`src/rtl/vg_pkg.sv`:
```
package vg_pkg;

  typedef enum logic [1:0] {
    PH_OPEN  = 2'd0,
    PH_FILL  = 2'd1,
    PH_CLOSE = 2'd2,
    PH_SOLO  = 2'd3
  } phase_e;

  function automatic int cnt_bits(input int k);
    return (k < 1) ? 1 : $clog2(k + 1);
  endfunction

endpackage

```
`src/rtl/vg_fill_ctrl.sv`:
```
module vg_fill_ctrl #(
  parameter int K     = 4,
  parameter int CW    = 3,
  parameter int SLOTS = 3
) (
  input  logic               clk_i,
  input  logic               rst_ni,
  output logic [CW-1:0]      cnt_o,
  output vg_pkg::phase_e     phase_o,
  output logic [SLOTS-1:0]   slot_we_o
);

  localparam logic [CW-1:0] FULL = CW'(K);
  localparam logic [CW-1:0] LAST = CW'(K - 1);
  localparam logic [CW-1:0] ONE  = CW'(1);

  logic [CW-1:0]  cnt_q, cnt_d;
  logic           cnt_en;
  vg_pkg::phase_e phase;

  // Decode where the stored group stands
  always_comb begin
    if (K == 1)                              phase = vg_pkg::PH_SOLO;
    else if (cnt_q == '0 || cnt_q == FULL)   phase = vg_pkg::PH_OPEN;
    else if (cnt_q == LAST)                  phase = vg_pkg::PH_CLOSE;
    else                                     phase = vg_pkg::PH_FILL;
  end

  // Next fill count: a fresh group holds one word, otherwise grow by one
  always_comb begin
    if (phase == vg_pkg::PH_OPEN || phase == vg_pkg::PH_SOLO) cnt_d = ONE;
    else                                                      cnt_d = cnt_q + ONE;
    cnt_en = (cnt_d != cnt_q);
  end

  always_ff @(posedge clk_i or negedge rst_ni) begin
    if (!rst_ni)     cnt_q <= '0;
    else if (cnt_en) cnt_q <= cnt_d;
  end

  // One write enable per storage slot
  for (genvar i = 0; i < SLOTS; i++) begin : g_we
    always_comb begin
      slot_we_o[i] = 1'b0;
      if (phase == vg_pkg::PH_OPEN && i == 0)                    slot_we_o[i] = 1'b1;
      else if (phase == vg_pkg::PH_FILL && cnt_q == CW'(i))      slot_we_o[i] = 1'b1;
    end
  end

  assign cnt_o   = cnt_q;
  assign phase_o = phase;

endmodule

```
`src/rtl/vg_slot_bank.sv`:
```
module vg_slot_bank #(
  parameter int W     = 8,
  parameter int SLOTS = 3
) (
  input  logic                 clk_i,
  input  logic                 rst_ni,
  input  logic [SLOTS-1:0]     we_i,
  input  logic [W-1:0]         word_i,
  output logic [W*SLOTS-1:0]   slots_o
);

  for (genvar i = 0; i < SLOTS; i++) begin : g_slot
    logic [W-1:0] q, d;

    always_comb begin
      d = q;
      if (we_i[i]) d = word_i;
    end

    always_ff @(posedge clk_i or negedge rst_ni) begin
      if (!rst_ni)      q <= '0;
      else if (we_i[i]) q <= d;
    end

    assign slots_o[i*W +: W] = q;
  end

endmodule

```
`src/rtl/vg_out_mux.sv`:
```
module vg_out_mux #(
  parameter int W     = 8,
  parameter int K     = 4,
  parameter int SLOTS = 3
) (
  input  logic               live_i,
  input  vg_pkg::phase_e     phase_i,
  input  logic [W-1:0]       word_i,
  input  logic [W*SLOTS-1:0] slots_i,
  output logic               valid_o,
  output logic [W*K-1:0]     vec_o
);

  logic close;
  assign close   = live_i && (phase_i == vg_pkg::PH_CLOSE || phase_i == vg_pkg::PH_SOLO);
  assign valid_o = close;

  if (K == 1) begin : g_single
    logic unused_slots;
    assign unused_slots = ^slots_i;
    assign vec_o = close ? word_i : '0;
  end else begin : g_multi
    assign vec_o = close ? {word_i, slots_i[W*(K-1)-1:0]} : '0;
  end

endmodule

```
`src/rtl/vec_gather.sv`:
```
module vec_gather #(
  parameter int ELEM_W  = 8,
  parameter int GROUP_K = 4
) (
  input  logic                      clk_i,
  input  logic                      rst_ni,
  input  logic [ELEM_W-1:0]         word_i,
  output logic                      vec_valid_o,
  output logic [ELEM_W*GROUP_K-1:0] vec_o
);

  localparam int CW    = vg_pkg::cnt_bits(GROUP_K);
  localparam int SLOTS = (GROUP_K > 1) ? GROUP_K - 1 : 1;

  logic [CW-1:0]          fill_cnt;
  vg_pkg::phase_e         phase;
  logic [SLOTS-1:0]       slot_we;
  logic [ELEM_W*SLOTS-1:0] slots;

  vg_fill_ctrl #(.K(GROUP_K), .CW(CW), .SLOTS(SLOTS)) u_ctrl (
    .clk_i     (clk_i),
    .rst_ni    (rst_ni),
    .cnt_o     (fill_cnt),
    .phase_o   (phase),
    .slot_we_o (slot_we)
  );

  vg_slot_bank #(.W(ELEM_W), .SLOTS(SLOTS)) u_bank (
    .clk_i   (clk_i),
    .rst_ni  (rst_ni),
    .we_i    (slot_we),
    .word_i  (word_i),
    .slots_o (slots)
  );

  vg_out_mux #(.W(ELEM_W), .K(GROUP_K), .SLOTS(SLOTS)) u_mux (
    .live_i  (rst_ni),
    .phase_i (phase),
    .word_i  (word_i),
    .slots_i (slots),
    .valid_o (vec_valid_o),
    .vec_o   (vec_o)
  );

endmodule

```
`config.mk`:
```
export PLATFORM = sky130hd
export DESIGN_NAME = vec_gather
export DESIGN_NICKNAME = d
export VERILOG_FILES = /design/src/rtl/vg_pkg.sv /design/src/rtl/vg_fill_ctrl.sv /design/src/rtl/vg_slot_bank.sv /design/src/rtl/vg_out_mux.sv /design/src/rtl/vec_gather.sv
export SDC_FILE = /design/constraint.sdc
export NUM_CORES = 1
export LEC_CHECK = 0
export ABC_AREA = 1
export ABC_CLOCK_PERIOD_IN_PS = 1700
export BUFFER_PORTS_ARGS = -buffer_cell sky130_fd_sc_hd__buf_2
export CELL_PAD_IN_SITES_DETAIL_PLACEMENT = 2
export CELL_PAD_IN_SITES_GLOBAL_PLACEMENT = 2
export CORE_MARGIN = 5
export CORE_UTILIZATION = 29
export CTS_CLUSTER_DIAMETER = 60
export DETAILED_ROUTE_END_ITERATION = 8
export GPL_ROUTABILITY_DRIVEN = 0
export HOLD_SLACK_MARGIN = 0.03
export MAX_ROUTING_LAYER = met4
export PLACE_DENSITY = 0.75
export SETUP_SLACK_MARGIN = 0.05
export SLEW_MARGIN = 10
export SYNTH_ARGS = -nofsm -noshare
export SYNTH_HDL_FRONTEND = slang
export SYNTH_SLANG_ARGS = --single-unit
```
`constraint.sdc`:
```
create_clock -name clk_i -period 1.7 [get_ports clk_i]
set_input_delay 0.085 -clock clk_i [delete_from_list [all_inputs] [get_ports clk_i]]
set_output_delay 0.085 -clock clk_i [all_outputs]
set_load 0.005 [all_outputs]
```
==> flow_metrics.env <==
export IMPL_outcome="finished clean"
export IMPL_port_buffers=42
export IMPL_ys_types=17
export IMPL_startpoint_type="flip-flop"
export IMPL_period_share_pct=98.7
export IMPL_synth_top_family_by_area="simple AND/OR/NAND/NOR gates"
export IMPL_gr_total_overflow=0
export IMPL_track_usage_pct=14.2
export IMPL_syn_area_um2=1560
export IMPL_syn_avg_cell_area_um2=8.17
export IMPL_wire_per_inst_um=14.7
export IMPL_synth_edf_count=0
export IMPL_synth_compound_area_share_pct=3.05
export IMPL_cts_max_path_buffers=2
export IMPL_yosys_mux_area_fraction_pct=0
export IMPL_viasPerCell=4.38
export IMPL_setup_viol=0
export IMPL_critical_path_slowest_cell="dfrtp_2"
export IMPL_met2WireLength_um=2570
export IMPL_ys_dominant_reg_cell="dfrtp_1"
export IMPL_routed_wl_um=4720
export IMPL_synth_most_common_cell="nand2_1"
export IMPL_worst_pin_slew_ns=0.374
export IMPL_die_w_um=83.4
export IMPL_ir_drop_mv=0.359
export IMPL_synth_seq_area_share_pct=43.3
export IMPL_power_total_mw=1.15
export IMPL_rows=26
export IMPL_first_pass_iters=4
export IMPL_cp_arrival_ns=1.59
export IMPL_path_common_cell="ha_4"
export IMPL_clock_latency_ns=0.27
export IMPL_critPathMaxStageDelay_ns=0.46
export IMPL_area_growth_pct=35.8
export IMPL_dpl_instance_area_um2=1860
export IMPL_synthTopCellsByArea="dfrtp_1, nand2_1, nor2_2, inv_1, nand3_1"
export IMPL_rsz0062_at_grt="yes"
export IMPL_numClockSinks=27
export IMPL_synth_xor_xnor_area_share_pct=0
export IMPL_cts_buffers_inserted=3
export IMPL_fp_coreArea_um2=5170
export IMPL_nets=268
export IMPL_required_ns=1.62
export IMPL_skew_ns=0.00317
export IMPL_antenna_found_initial=0
export IMPL_wl_met1_um=1960
export IMPL_wl_met3_um=148
export IMPL_h_tree_depth=1
export IMPL_drive_gt1_share_pct=44.2
export IMPL_max_slew_margin_rel_pct=75.1
export IMPL_cts_clk_slew_worst_paths_ns=0.10
export IMPL_finalNonFillerCells=321
export IMPL_die_h_um=83.4
export IMPL_powerDensity_nw_per_um2=544
export IMPL_initial_core_util_pct=30.2
export IMPL_route_top_layer_used="met4"
export IMPL_dieArea_um2=6950
export IMPL_yosysTopAreaCell="dfrtp_1"
export IMPL_dpl_worst_slack_ns=0.0170
export IMPL_end_kind="primary output"
export IMPL_max_freq_mhz=596
export IMPL_crit_buf_inv=2
export IMPL_hold_violations=0
export IMPL_hold_path_class="in -> reg"
export IMPL_p_leak_nw=1.19
export IMPL_synthSimpleGateAreaFrac_pct=35.3
export IMPL_synth_nets=207
export IMPL_synthAdderAreaFrac_pct=4.81
export IMPL_synth_common_cells="nand2_1, inv_1, dfrtp_1"
export IMPL_path_delay_family="flip-flops"
export IMPL_syn_inst=191
export IMPL_ant_nets=0
export IMPL_finalWorstSetupSlack_ns=0.0225
export IMPL_path_cells="ha_4, ha_4, nand3_4, buf_12, nor2_2, buf_2"
export IMPL_critPathKind="reg -> out"
export IMPL_synthArstFlopShare_pct=100
export IMPL_slew_violations=0
export IMPL_fin_area_um2=2120
export IMPL_drc=0
export IMPL_vias=1405
export IMPL_yosysWarnings=0
export IMPL_synth_seq_cells=27
export IMPL_cts_tree="built"
export IMPL_grt_max_degree=28
export IMPL_grt_pass1_vias=1531
export IMPL_place_hpwl_um=3430
export IMPL_critical_path_max_fanout=10
export IMPL_place_inst=304
export IMPL_maxCapViolCount=0
export IMPL_period_needed_ns=1.68
export IMPL_antennaDiodeCount=0
export IMPL_grt_pass1_wl_um=7870
export IMPL_root_buffer="clkbuf_8"
export IMPL_drt_initial_drc_count=41
export IMPL_num_io_pins=43
export IMPL_fin_hold_ws_ns=0.0948
export IMPL_yosysTopAreaCellShare_pct=43.3
-- report_power, final --
| part | switching, mW | leakage, nW | internal [mW] |
|---|---|---|---|
| Sequential | 0.0140 | 0.316 | 0.671 |
| Clock | 0.206 | 0.0228 | 0.168 |
| Combinational | 0.0663 | 0.852 | 0.0272 |
| Total | 0.286 | 1.19 | 0.866 |
-- path summary, 6_finish.rpt --
check / from / endpoint / slack (ns) / cells past startpoint
hold reg to reg: u_bank.g_slot[1].q[4] / u_bank.g_slot[1].q[4] / 0.48 / 2
hold / removal: word_i[5] / u_bank.g_slot[1].q[5] / 0.09 / 3
max in group asynchronous: rst_ni / u_ctrl.cnt_o[0] / 0.99 / 3
setup / recovery: u_ctrl.cnt_o[0] / vec_o[5] / 0.02 / 6
setup reg to reg: u_ctrl.cnt_o[0] / u_bank.g_slot[2].q[1] / 0.09 / 8
min in group asynchronous: rst_ni / u_bank.g_slot[2].q[2] / 0.42 / 3
-- sequential cells by signal, indices dropped and copies added (netlist names) --
name	cells
u_ctrl.cnt_o	3
u_bank.g_slot.q	24
-- worst reg2reg max path, stage by stage, from the launching register on --
cell and delay [ns]:
dfrtp_2 0.44, inv_4 0.07, ha_4 0.17, buf_4 0.13, buf_4 0.15, nor2_8 0.17
nand2_2 0.16, nand2_1 0.13, nand2_1 0.08
-- through the flow --
| stage | util (%) | TNS (ns) |
|---|---|---|
| after global placement | 36.0 | 0 |
| after CTS | 39.0 | -0.0779 |
| after detailed placement | 36.0 | 0 |
| after global routing | 41.0 | -0.881 |
| after floorplan | - | 0 |
| final | 41.0 | 0 |
-- logic make-up after synthesis --
family,after synthesis
AO/OA/AOI/OAI,9
adder cells (fa/ha/maj),6
buffers and inverters,46
flip-flops,27
AND/OR/NAND/NOR,103
-- layout make-up --
class,instances,area (µm²)
Inverter,40,155
Tap cell,70,87.6
Timing Repair Buffer,62,413
Clock buffer,4,45.0
Sequential cell,27,678
Multi-Input combinational cell,118,741
Fill cell,610,3050
-- metal layers --
metal / track usage [%] / vias up
met2: 25.4 / 28
met5: - / -
met4: 3.57 / 0
met1: 16.7 / 695
met3: 2.18 / 6
li1: - / 676
-- cell usage in the layout (no fill, tap or decap), drive strengths merged --
cell	count
a21boi	1
buf	61
clkbuf	4
dfrtp	27
dlygate4sd3	1
ha	6
inv	40
nand2	47
nand3	18
nor2	36
o21ai	8
or2	2
-- what timing repair did --
item | CTS | global route
resized for setup | 12 | 12
hold endpoints to repair | 27 | 0
gates cloned | 1 | 0
buffers inserted | 4 | 7
endpoints found under the setup margin | 49 | 49
hold buffers | 1 | 0
pin swaps | 3 | 2
Note: power is estimated with default switching activity, not from simulation.
